`src/rtl/irq_pkg.sv`:
```
package irq_pkg;
  localparam int CLS_TRAP   = 0;
  localparam int CLS_TIMER  = 5;
  localparam int CLS_CH_LO  = 6;
  localparam int CLS_CH_HI  = 9;
  localparam int CLS_ALARM  = 10;
  localparam int CLS_EXT    = 11;

  typedef enum logic [2:0] {
    ST_IDLE, ST_FETCH, ST_WAIT, ST_SAVE_PC, ST_SAVE_ACC, ST_RESUME
  } entry_st_t;
endpackage

```
`src/rtl/irq_prio.sv`:
```
module irq_prio #(
  parameter int N  = 12,
  parameter int CW = 4
) (
  input  logic [N-1:0]  pend_i,
  output logic          hit_o,
  output logic [CW-1:0] cls_o
);
  logic [N-1:0] lower;
  logic [N-1:0] grant;

  assign lower[0] = 1'b0;
  for (genvar k = 1; k < N; k++) begin : g_chain
    assign lower[k] = lower[k-1] | pend_i[k-1];
  end

  assign grant = pend_i & ~lower;
  assign hit_o = |pend_i;

  always_comb begin
    cls_o = '0;
    for (int i = 0; i < N; i++)
      if (grant[i]) cls_o = CW'(i);
  end
endmodule

```
`src/rtl/irq_master.sv`:
```
module irq_master (
  input  logic clk,
  input  logic rst,
  input  logic set_i,
  input  logic clr_i,
  input  logic boundary_i,
  input  logic busy_i,
  input  logic accept_i,
  output logic sample_ok_o
);
  logic       on_q;
  logic [1:0] delay_q;

  assign sample_ok_o = !clr_i && (on_q || delay_q == 2'd1);

  always_ff @(posedge clk) begin
    if (rst) begin
      on_q    <= 1'b0;
      delay_q <= 2'd0;
    end else if (clr_i || accept_i) begin
      on_q    <= 1'b0;
      delay_q <= 2'd0;
    end else if (set_i) begin
      delay_q <= 2'd2;
    end else if (boundary_i && !busy_i && delay_q != 2'd0) begin
      delay_q <= delay_q - 2'd1;
      if (delay_q == 2'd1) on_q <= 1'b1;
    end
  end
endmodule

```
`src/rtl/irq_vector.sv`:
```
module irq_vector
  import irq_pkg::*;
#(
  parameter int CW         = 4,
  parameter int AW         = 15,
  parameter int DW         = 16,
  parameter int GW         = 6,
  parameter int TW         = 8,
  parameter int NTMR       = 4,
  parameter int INT_BASE   = 490,
  parameter int TIMER_PTR  = 485,
  parameter int ALARM_PTR  = 486,
  parameter int CHAN_BASE  = 430,
  parameter int EXT_BASE   = 356
) (
  input  logic [CW-1:0]   cls_i,
  input  logic [GW-1:0]   group_i,
  input  logic [GW-1:0]   dev_i,
  input  logic [TW-1:0]   trap_i,
  input  logic [NTMR-1:0] timer_i,
  input  logic [DW-1:0]   ext_i,
  output logic [AW-1:0]   vec_o,
  output logic            acc_take_o,
  output logic [DW-1:0]   acc_val_o
);
  always_comb begin
    vec_o      = AW'(INT_BASE) + AW'(cls_i);
    acc_take_o = 1'b0;
    acc_val_o  = '0;
    if (cls_i == CW'(CLS_TRAP)) begin
      acc_take_o = 1'b1;
      acc_val_o  = DW'(trap_i);
    end else if (cls_i == CW'(CLS_TIMER)) begin
      vec_o      = AW'(TIMER_PTR);
      acc_take_o = 1'b1;
      acc_val_o  = DW'(timer_i);
    end else if (cls_i >= CW'(CLS_CH_LO) && cls_i <= CW'(CLS_CH_HI)) begin
      vec_o = AW'(CHAN_BASE) + AW'(dev_i);
    end else if (cls_i == CW'(CLS_ALARM)) begin
      vec_o = AW'(ALARM_PTR);
    end else if (cls_i == CW'(CLS_EXT)) begin
      vec_o      = AW'(EXT_BASE) + AW'(group_i);
      acc_take_o = 1'b1;
      acc_val_o  = ext_i;
    end
  end
endmodule

```
`src/rtl/irq_entry_seq.sv`:
```
module irq_entry_seq
  import irq_pkg::*;
#(
  parameter int NCLS = 12,
  parameter int AW   = 15,
  parameter int DW   = 16,
  parameter int GW   = 6,
  parameter int TW   = 8,
  parameter int NTMR = 4
) (
  input  logic            clk,
  input  logic            rst,
  input  logic [NCLS-1:0] req_i,
  input  logic [DW-1:0]   psw_i,
  input  logic            boundary_i,
  input  logic            set_master_i,
  input  logic            clr_master_i,
  input  logic [TW-1:0]   trap_field_i,
  input  logic [NTMR-1:0] timer_fired_i,
  input  logic [GW-1:0]   ext_group_i,
  input  logic [GW-1:0]   chan_dev_i,
  input  logic [DW-1:0]   ext_word_i,
  input  logic [DW-1:0]   pc_i,
  input  logic [DW-1:0]   acc_i,
  input  logic [DW-1:0]   mem_rdata_i,
  output logic            mem_req_o,
  output logic            mem_we_o,
  output logic [AW-1:0]   mem_addr_o,
  output logic [DW-1:0]   mem_wdata_o,
  output logic            pc_load_o,
  output logic [DW-1:0]   pc_new_o,
  output logic            acc_load_o,
  output logic [DW-1:0]   acc_new_o,
  output logic            busy_o
);
  localparam int CW = $clog2(NCLS);

  logic [NCLS-1:0] pend_m;
  logic            hit;
  logic [CW-1:0]   cls;
  logic            sample_ok;
  logic            accept;
  logic            trap_sink;
  logic [AW-1:0]   vec;
  logic            acc_take;
  logic [DW-1:0]   acc_val;

  entry_st_t       st;
  logic [AW-1:0]   ptr_q;
  logic [DW-1:0]   pc_sv, acc_sv, accv_q;
  logic            acct_q;

  assign pend_m    = req_i & psw_i[NCLS-1:0];
  assign accept    = boundary_i && !busy_o && sample_ok && hit;
  assign trap_sink = boundary_i && !busy_o && !accept &&
                     req_i[CLS_TRAP] && !psw_i[CLS_TRAP];

  irq_prio #(.N(NCLS), .CW(CW)) u_prio (
    .pend_i(pend_m), .hit_o(hit), .cls_o(cls)
  );

  irq_master u_master (
    .clk(clk), .rst(rst), .set_i(set_master_i), .clr_i(clr_master_i),
    .boundary_i(boundary_i), .busy_i(busy_o), .accept_i(accept),
    .sample_ok_o(sample_ok)
  );

  irq_vector #(.CW(CW), .AW(AW), .DW(DW), .GW(GW), .TW(TW), .NTMR(NTMR)) u_vec (
    .cls_i(cls), .group_i(ext_group_i), .dev_i(chan_dev_i),
    .trap_i(trap_field_i), .timer_i(timer_fired_i), .ext_i(ext_word_i),
    .vec_o(vec), .acc_take_o(acc_take), .acc_val_o(acc_val)
  );

  always_ff @(posedge clk) begin
    if (rst) begin
      st          <= ST_IDLE;
      busy_o      <= 1'b0;
      mem_req_o   <= 1'b0;
      mem_we_o    <= 1'b0;
      mem_addr_o  <= '0;
      mem_wdata_o <= '0;
      pc_load_o   <= 1'b0;
      pc_new_o    <= '0;
      acc_load_o  <= 1'b0;
      acc_new_o   <= '0;
      ptr_q       <= '0;
      pc_sv       <= '0;
      acc_sv      <= '0;
      accv_q      <= '0;
      acct_q      <= 1'b0;
    end else begin
      pc_load_o  <= 1'b0;
      acc_load_o <= 1'b0;
      case (st)
        ST_IDLE: begin
          if (accept) begin
            st         <= ST_FETCH;
            busy_o     <= 1'b1;
            mem_req_o  <= 1'b1;
            mem_we_o   <= 1'b0;
            mem_addr_o <= vec;
            pc_sv      <= pc_i;
            acc_sv     <= acc_i;
            accv_q     <= acc_val;
            acct_q     <= acc_take;
          end else if (trap_sink) begin
            acc_load_o <= 1'b1;
            acc_new_o  <= DW'(trap_field_i);
          end
        end
        ST_FETCH: begin
          mem_req_o <= 1'b0;
          st        <= ST_WAIT;
        end
        ST_WAIT: begin
          ptr_q       <= mem_rdata_i[AW-1:0];
          mem_req_o   <= 1'b1;
          mem_we_o    <= 1'b1;
          mem_addr_o  <= mem_rdata_i[AW-1:0];
          mem_wdata_o <= pc_sv;
          st          <= ST_SAVE_PC;
        end
        ST_SAVE_PC: begin
          mem_addr_o  <= ptr_q + AW'(1);
          mem_wdata_o <= acc_sv;
          st          <= ST_SAVE_ACC;
        end
        ST_SAVE_ACC: begin
          mem_req_o  <= 1'b0;
          mem_we_o   <= 1'b0;
          pc_load_o  <= 1'b1;
          pc_new_o   <= DW'(ptr_q + AW'(2));
          acc_load_o <= acct_q;
          acc_new_o  <= accv_q;
          st         <= ST_RESUME;
        end
        ST_RESUME: begin
          busy_o <= 1'b0;
          st     <= ST_IDLE;
        end
        default: st <= ST_IDLE;
      endcase
    end
  end
endmodule

```
`config.mk`:
```
export PLATFORM = sky130hd
export DESIGN_NAME = irq_entry_seq
export DESIGN_NICKNAME = d
export VERILOG_FILES = /design/src/rtl/irq_pkg.sv /design/src/rtl/irq_prio.sv /design/src/rtl/irq_master.sv /design/src/rtl/irq_vector.sv /design/src/rtl/irq_entry_seq.sv
export SDC_FILE = /design/constraint.sdc
export NUM_CORES = 1
export LEC_CHECK = 0
export ABC_AREA = 1
export BUFFER_PORTS_ARGS = -buffer_cell sky130_fd_sc_hd__clkbuf_2
export CAP_MARGIN = 5
export CELL_PAD_IN_SITES_DETAIL_PLACEMENT = 1
export CELL_PAD_IN_SITES_GLOBAL_PLACEMENT = 1
export CORE_MARGIN = 1
export CORE_UTILIZATION = 33
export CTS_CLUSTER_SIZE = 14
export DETAILED_ROUTE_END_ITERATION = 7
export GPL_TIMING_DRIVEN = 0
export PLACE_DENSITY = 0.77
export SLEW_MARGIN = 20
export SYNTH_ARGS = -nofsm -noshare
export SYNTH_HDL_FRONTEND = slang
export SYNTH_SLANG_ARGS = --single-unit
```
`constraint.sdc`:
```
create_clock -name clk -period 1.4 [get_ports clk]
set_input_delay 0.07 -clock clk [delete_from_list [all_inputs] [get_ports clk]]
set_output_delay 0.07 -clock clk [all_outputs]
set_load 0.02 [all_outputs]
```
**Yosys cells after proc, flatten, opt, wreduce, memory -nomap -nowiden**

Index checks and enable logic that the tools add are counted.

- Register bits: 138
- Input bits: 121
- Output and inout port bits: 68
- Word-level logic and storage cells: 133

- $add $sub $neg: 6
- Magnitude comparators: 2
- Equality and inequality tests: 12
- Mux-type cells: 45
- Bitwise operators: 14
- Reduce and logical (&&, ||, !) cells: 36

Operators with widths:

| kind | count |
|---|---|
| $mux W16 | 7 |
| $mux W15 | 6 |
| $pmux W16 S2 | 2 |
| $pmux W15 S3 | 1 |
| $mux W4 | 10 |
| $and A12 B12 Y12 | 2 |
| $add A9 B6 Y10 const A | 2 |
| $add A15 B2 Y16 const B | 1 |
| $add A15 B1 Y15 const B | 1 |
| $pmux W3 S5 | 1 |
| $not A12 Y12 | 1 |
| $reduce_or A12 Y1 | 1 |
| $mux W1 | 11 |
| $add A9 B4 Y10 const A | 1 |
| $or A1 B1 Y1 | 10 |
| $reduce_and A2 Y1 | 5 |
| $reduce_bool A2 Y1 | 5 |
| $logic_and A1 B1 Y1 | 9 |
| $reduce_bool A3 Y1 | 3 |
| $eq A4 B4 Y1 const B | 2 |
| $eq A3 B2 Y1 const B | 2 |
| $eq A3 B3 Y1 const B | 2 |
| $ne A2 B2 Y1 const B | 3 |
| $pmux W1 S3 | 2 |
| other kinds (17) | 25 |

**Logic depth before layout (Yosys ltp)**

- Depth after elaboration: 32
- Depth in mapped cells: 14
- Gate-level depth less buffers: 14

**Cells and area by module**

From an unflattened synthesis, not the netlist that was laid out.

- Cells, all modules: 1,005
- Area, all modules: 6,792.8 µm²

Modules (own cells, without submodules):

| module | times used | cells an instance | area an instance (µm²) | seq. area each (µm²) |
|---|---|---|---|---|
| irq_entry_seq | 1 | 802 | 5,736.8 | 2,702.6 |
| irq_vector | 1 | 142 | 685.7 | 0.0 |
| irq_master | 1 | 28 | 193.9 | 60.1 |
| irq_prio | 1 | 33 | 176.4 | 0.0 |

**Worst setup path before layout**

Ideal clock, no wire load.

- Path type: register -> register
- From: register ptr_q[1]
- To: register pc_new_o[11]
- Library setup time: 116 ps
- Arrival time: 1,485 ps
- Data required time: 1,284 ps
- Path slack: -201 ps
- Cell stages (with the launch flop): 11
- Path buffers: 0
- Period minus slack after synthesis: 1,601 ps
- Path through: dfxtp_1 -> ha_1 -> nand3_1 -> inv_1 -> nand3_1 -> nor2_1 -> nand4_1 -> nor2_1 -> o21ai_0 -> o211ai_1 -> inv_1

- Cells in the longest elaborated chain, start to end: 1

Ends and longest elaborated chain:

| element | line | text |
|---|---|---|
| start: declaration | irq_entry_seq.sv:49 | `logic [AW-1:0] ptr_q;` |
| start signal: assignment | irq_entry_seq.sv:116 | `ptr_q <= mem_rdata_i[AW-1:0];` |
| $add A15 B2 Y16 | irq_entry_seq.sv:132 | `pc_new_o <= DW'(ptr_q + AW'(2));` |
| end signal: assignment | irq_entry_seq.sv:132 |  |
| end: declaration | irq_entry_seq.sv:31 | `output logic [DW-1:0] pc_new_o,` |

Every way passes these cells.
A chain may end at the register's enable or synchronous reset.

**Worst setup path in the final report**

- From: register ptr_q[1]
- To: register mem_addr_o[11]

- Cells in the longest elaborated chain, start to end: 2

Ends and longest elaborated chain:

| element | line | text |
|---|---|---|
| $add A15 B1 Y15 | irq_entry_seq.sv:124 | `mem_addr_o <= ptr_q + AW'(1);` |
| $pmux W15 S3 | irq_entry_seq.sv:94 | `case (st)` |
| end signal: assignment | irq_entry_seq.sv:101 | `mem_addr_o <= vec;` |
| end signal: assignment | irq_entry_seq.sv:119 | `mem_addr_o <= mem_rdata_i[AW-1:0];` |
| end signal: assignment | irq_entry_seq.sv:124 |  |
| end: declaration | irq_entry_seq.sv:28 | `output logic [AW-1:0] mem_addr_o,` |

Every way passes these cells.

==> flow_metrics.env <==
export IMPL_met1_length_mm=13.1
export IMPL_fin_nets=1386
export IMPL_startpoint_type="flip-flop"
export IMPL_vdd_drop_max_mv=0.941
export IMPL_synthArstFlopShare_pct=0
export IMPL_cts_clk_slew_worst_paths_ns=0.06
export IMPL_grt_antenna_before_repair=2
export IMPL_clock_sinks=138
export IMPL_rsz0062_at_grt="true"
export IMPL_drt_first_pass_iters=5
export IMPL_start_util_pct=34.1
export IMPL_cts_tree="yes"
export IMPL_wl_met2_mm=17.4
export IMPL_die_w_um=142
export IMPL_ys_ff_latch=138
export IMPL_hold_class="in -> reg"
export IMPL_synth_distinct_cells=45
export IMPL_endpoint_kind="flip-flop"
export IMPL_seq_area_frac_synth_pct=42.8
export IMPL_slew_violations=0
export IMPL_cts_path_max_buffers=2
export IMPL_dr_first_iter_drc_count=533
export IMPL_timing_final_crit_period_ns=1.87
export IMPL_drv_cap=0
export IMPL_grt_pass1_vias=8512
export IMPL_h_tree_depth=4
export IMPL_ys_warnings_count=0
export IMPL_worst_slack_ns=-0.473
export IMPL_io_pins=189
export IMPL_worst_path_max_fanout=3
export IMPL_period_share_pct=134
export IMPL_core_area_sq_um=19000
export IMPL_highest_layer="met4"
export IMPL_synth_edf_count=0
export IMPL_post_place_ws_ns=-0.757
export IMPL_via_count=8332
export IMPL_finalSetupViolations=126
export IMPL_die_height_um=142
export IMPL_postSynthCellCount=916
export IMPL_totalWireLength_mm=34.8
export IMPL_violations="negative hold slack, negative setup slack"
export IMPL_grt_ovfl_total=0
export IMPL_cts_inserted_buffers=17
export IMPL_ys_flop_type="dfxtp_1"
export IMPL_gr_usage_all_layers_pct=29.2
export IMPL_avgSynthCellArea_sq_um=7.05
export IMPL_dr_wl_met3_mm=1.93
export IMPL_ant_nets=0
export IMPL_hold_viol=1
export IMPL_grt_pass1_wl_mm=44.6
export IMPL_synth_fp_nets=1043
export IMPL_drc=0
export IMPL_dp_cells=1358
export IMPL_instances_no_fill=1533
export IMPL_drive_gt1_share_pct=46.7
export IMPL_root_buffer="clkbuf_16"
export IMPL_grt_max_degree=17
export IMPL_max_slew_margin_pct=36.4
export IMPL_status="complete, but fails checks"
export IMPL_area_growth_pct=76.7
export IMPL_required_ns=1.72
export IMPL_port_buffers=182
export IMPL_syn_area_sq_um=6460
export IMPL_p_leak_nw=5.00
export IMPL_crit_arrival_ns=2.19
export IMPL_whs_ns=-0.0132
export IMPL_wl_per_cell_um=22.7
export IMPL_worstMarginPinSlew_ns=0.954
export IMPL_dpl_instance_area_sq_um=7870
export IMPL_dpl_hpwl_mm=17.4
export IMPL_die_area_sq_um=20100
export IMPL_routabilityCongestion=0.854
export IMPL_final_setup_skew_ns=0.0132
export IMPL_crit_type="reg -> reg"
export IMPL_max_freq_ghz=0.534
export IMPL_insertion_delay_ns=0.46
export IMPL_finalInstanceArea_sq_um=11400
export IMPL_fp_row_count=50
export IMPL_p_per_area_nw_per_um2=985
export IMPL_via_per_inst=5.44
## power breakdown
group	internal, mW	total [mW]	leakage, nW	switching [mW]
sequential	4.05	4.21	1.12	0.159
clock	2.68	4.71	0.292	2.04
combinational	0.978	2.32	3.58	1.34
## repair_timing
action / in CTS / in global routing
cloned: 7 / 6
setup endpoints to repair: 135 / 137
endpoints found under the hold margin: 68 / 0
hold buffers: 73 / 0
buffers inserted: 47 / 22
pin swaps: 40 / 50
resized for setup: 216 / 261
## flip-flops by register name, indices dropped and copies added (netlist names), 3 cells and up
name         cells
acc_new_o       16
acc_sv          16
accv_q          16
mem_wdata_o     16
pc_new_o        16
pc_sv           16
mem_addr_o      15
ptr_q           15
st               3
## Yosys cell counts, types with 6 or more instances
cell type  number  share of area, %
xor2_1          8               1.1
a31oi_1        11               1.1
nand2_1       244                14
ha_1            6               1.2
clkbuf_1       28               1.6
a21oi_1       101               7.8
nor3_1          6              0.47
nand2_2         7              0.68
nor2_1         58               3.4
nand4_1         8              0.78
nand3_1        59               4.6
buf_2          11              0.85
inv_1          91               5.3
dfxtp_1       138                43
o21ai_0        76               5.9
## worst paths after layout
kind	startpoint	to	slack, ns	depth (start not counted)
hold reg to reg	accv_q[9]	acc_new_o[9]	0.48	2
setup reg to reg	ptr_q[1]	mem_addr_o[11]	-0.47	10
hold / removal	trap_field_i[0]	accv_q[0]	-0.01	5
setup / recovery	ptr_q[1]	mem_addr_o[11]	-0.47	10
## cell families (layout without fill, tap and decap cells)
kind of cell | after synthesis | after routing | synth area share, %
simple gates | 400 | 400 | 27.1
compound gates | 216 | 216 | 18.2
buf+inv | 145 | 500 | 9.28
flops | 138 | 138 | 42.8
xor+xnor | 11 | 11 | 1.49
fa+ha+maj | 6 | 6 | 1.16
other cells | 0 | 2 | 0
## metal layers
layer	vias to the layer above	global-route usage, %
met5	-	0
met4	0	14.5
met3	161	5.87
met2	424	52.7
met1	4045	32.7
li1	3702	-
## per-stage QoR
stage	utilization [%]	TNS, ns	power [mW]
floorplan	-	-0.113	5.02
global placement	41.5	-56.31	5.58
detailed placement	41.5	-60.54	5.60
CTS	54.6	-13.27	10.7
global route	60.2	-30.72	11.5
finish	60.2	-24.19	11.2
## area by class of cell
| type | instances | area, sq um |
|---|---|---|
| Tap cell | 260 | 325 |
| Inverter | 98 | 415 |
| Multi-Input combinational cell | 633 | 4280 |
| Clock buffer | 18 | 439 |
| Clock inverter | 13 | 140 |
| Sequential cell | 138 | 2800 |
| Timing Repair Buffer | 330 | 2590 |
| Fill cell | 2263 | 7550 |
| Antenna cell | 2 | 5.00 |
| Buffer | 41 | 413 |
## placed cells by master (no fill, tap or decap), drive strengths merged
| master | instances |
|---|---|
| a22oi | 3 |
| a21oi | 103 |
| nand4 | 10 |
| a211oi | 1 |
| nor2 | 63 |
| diode | 2 |
| xnor2 | 3 |
| clkinv | 7 |
| nand2 | 253 |
| o311ai | 1 |
| dlygate4sd3 | 73 |
| o22ai | 3 |
| xor2 | 8 |
| nor3b | 1 |
| a31oi | 11 |
| or2 | 4 |
| o21ai | 78 |
| o21a | 2 |
| a221oi | 3 |
| dfxtp | 138 |
| clkbuf | 225 |
| ha | 6 |
| o31ai | 1 |
| o2111ai | 1 |
| o221ai | 5 |
| o211a | 1 |
| nor3 | 8 |
| nand3 | 61 |
| buf | 91 |
| o211ai | 3 |
| bufinv | 2 |
| inv | 102 |
## critical path: stages (launching register included)
cell	delay [ns]
dfxtp_4	0.38
ha_4	0.16
nand3_4	0.10
inv_4	0.09
nand3_4	0.08
nor2_4	0.11
nand4_1	0.24
nor2_2	0.25
nand2_1	0.09
o2111ai_2	0.09
a21oi_1	0.14
(Power assumes the default switching activity.)
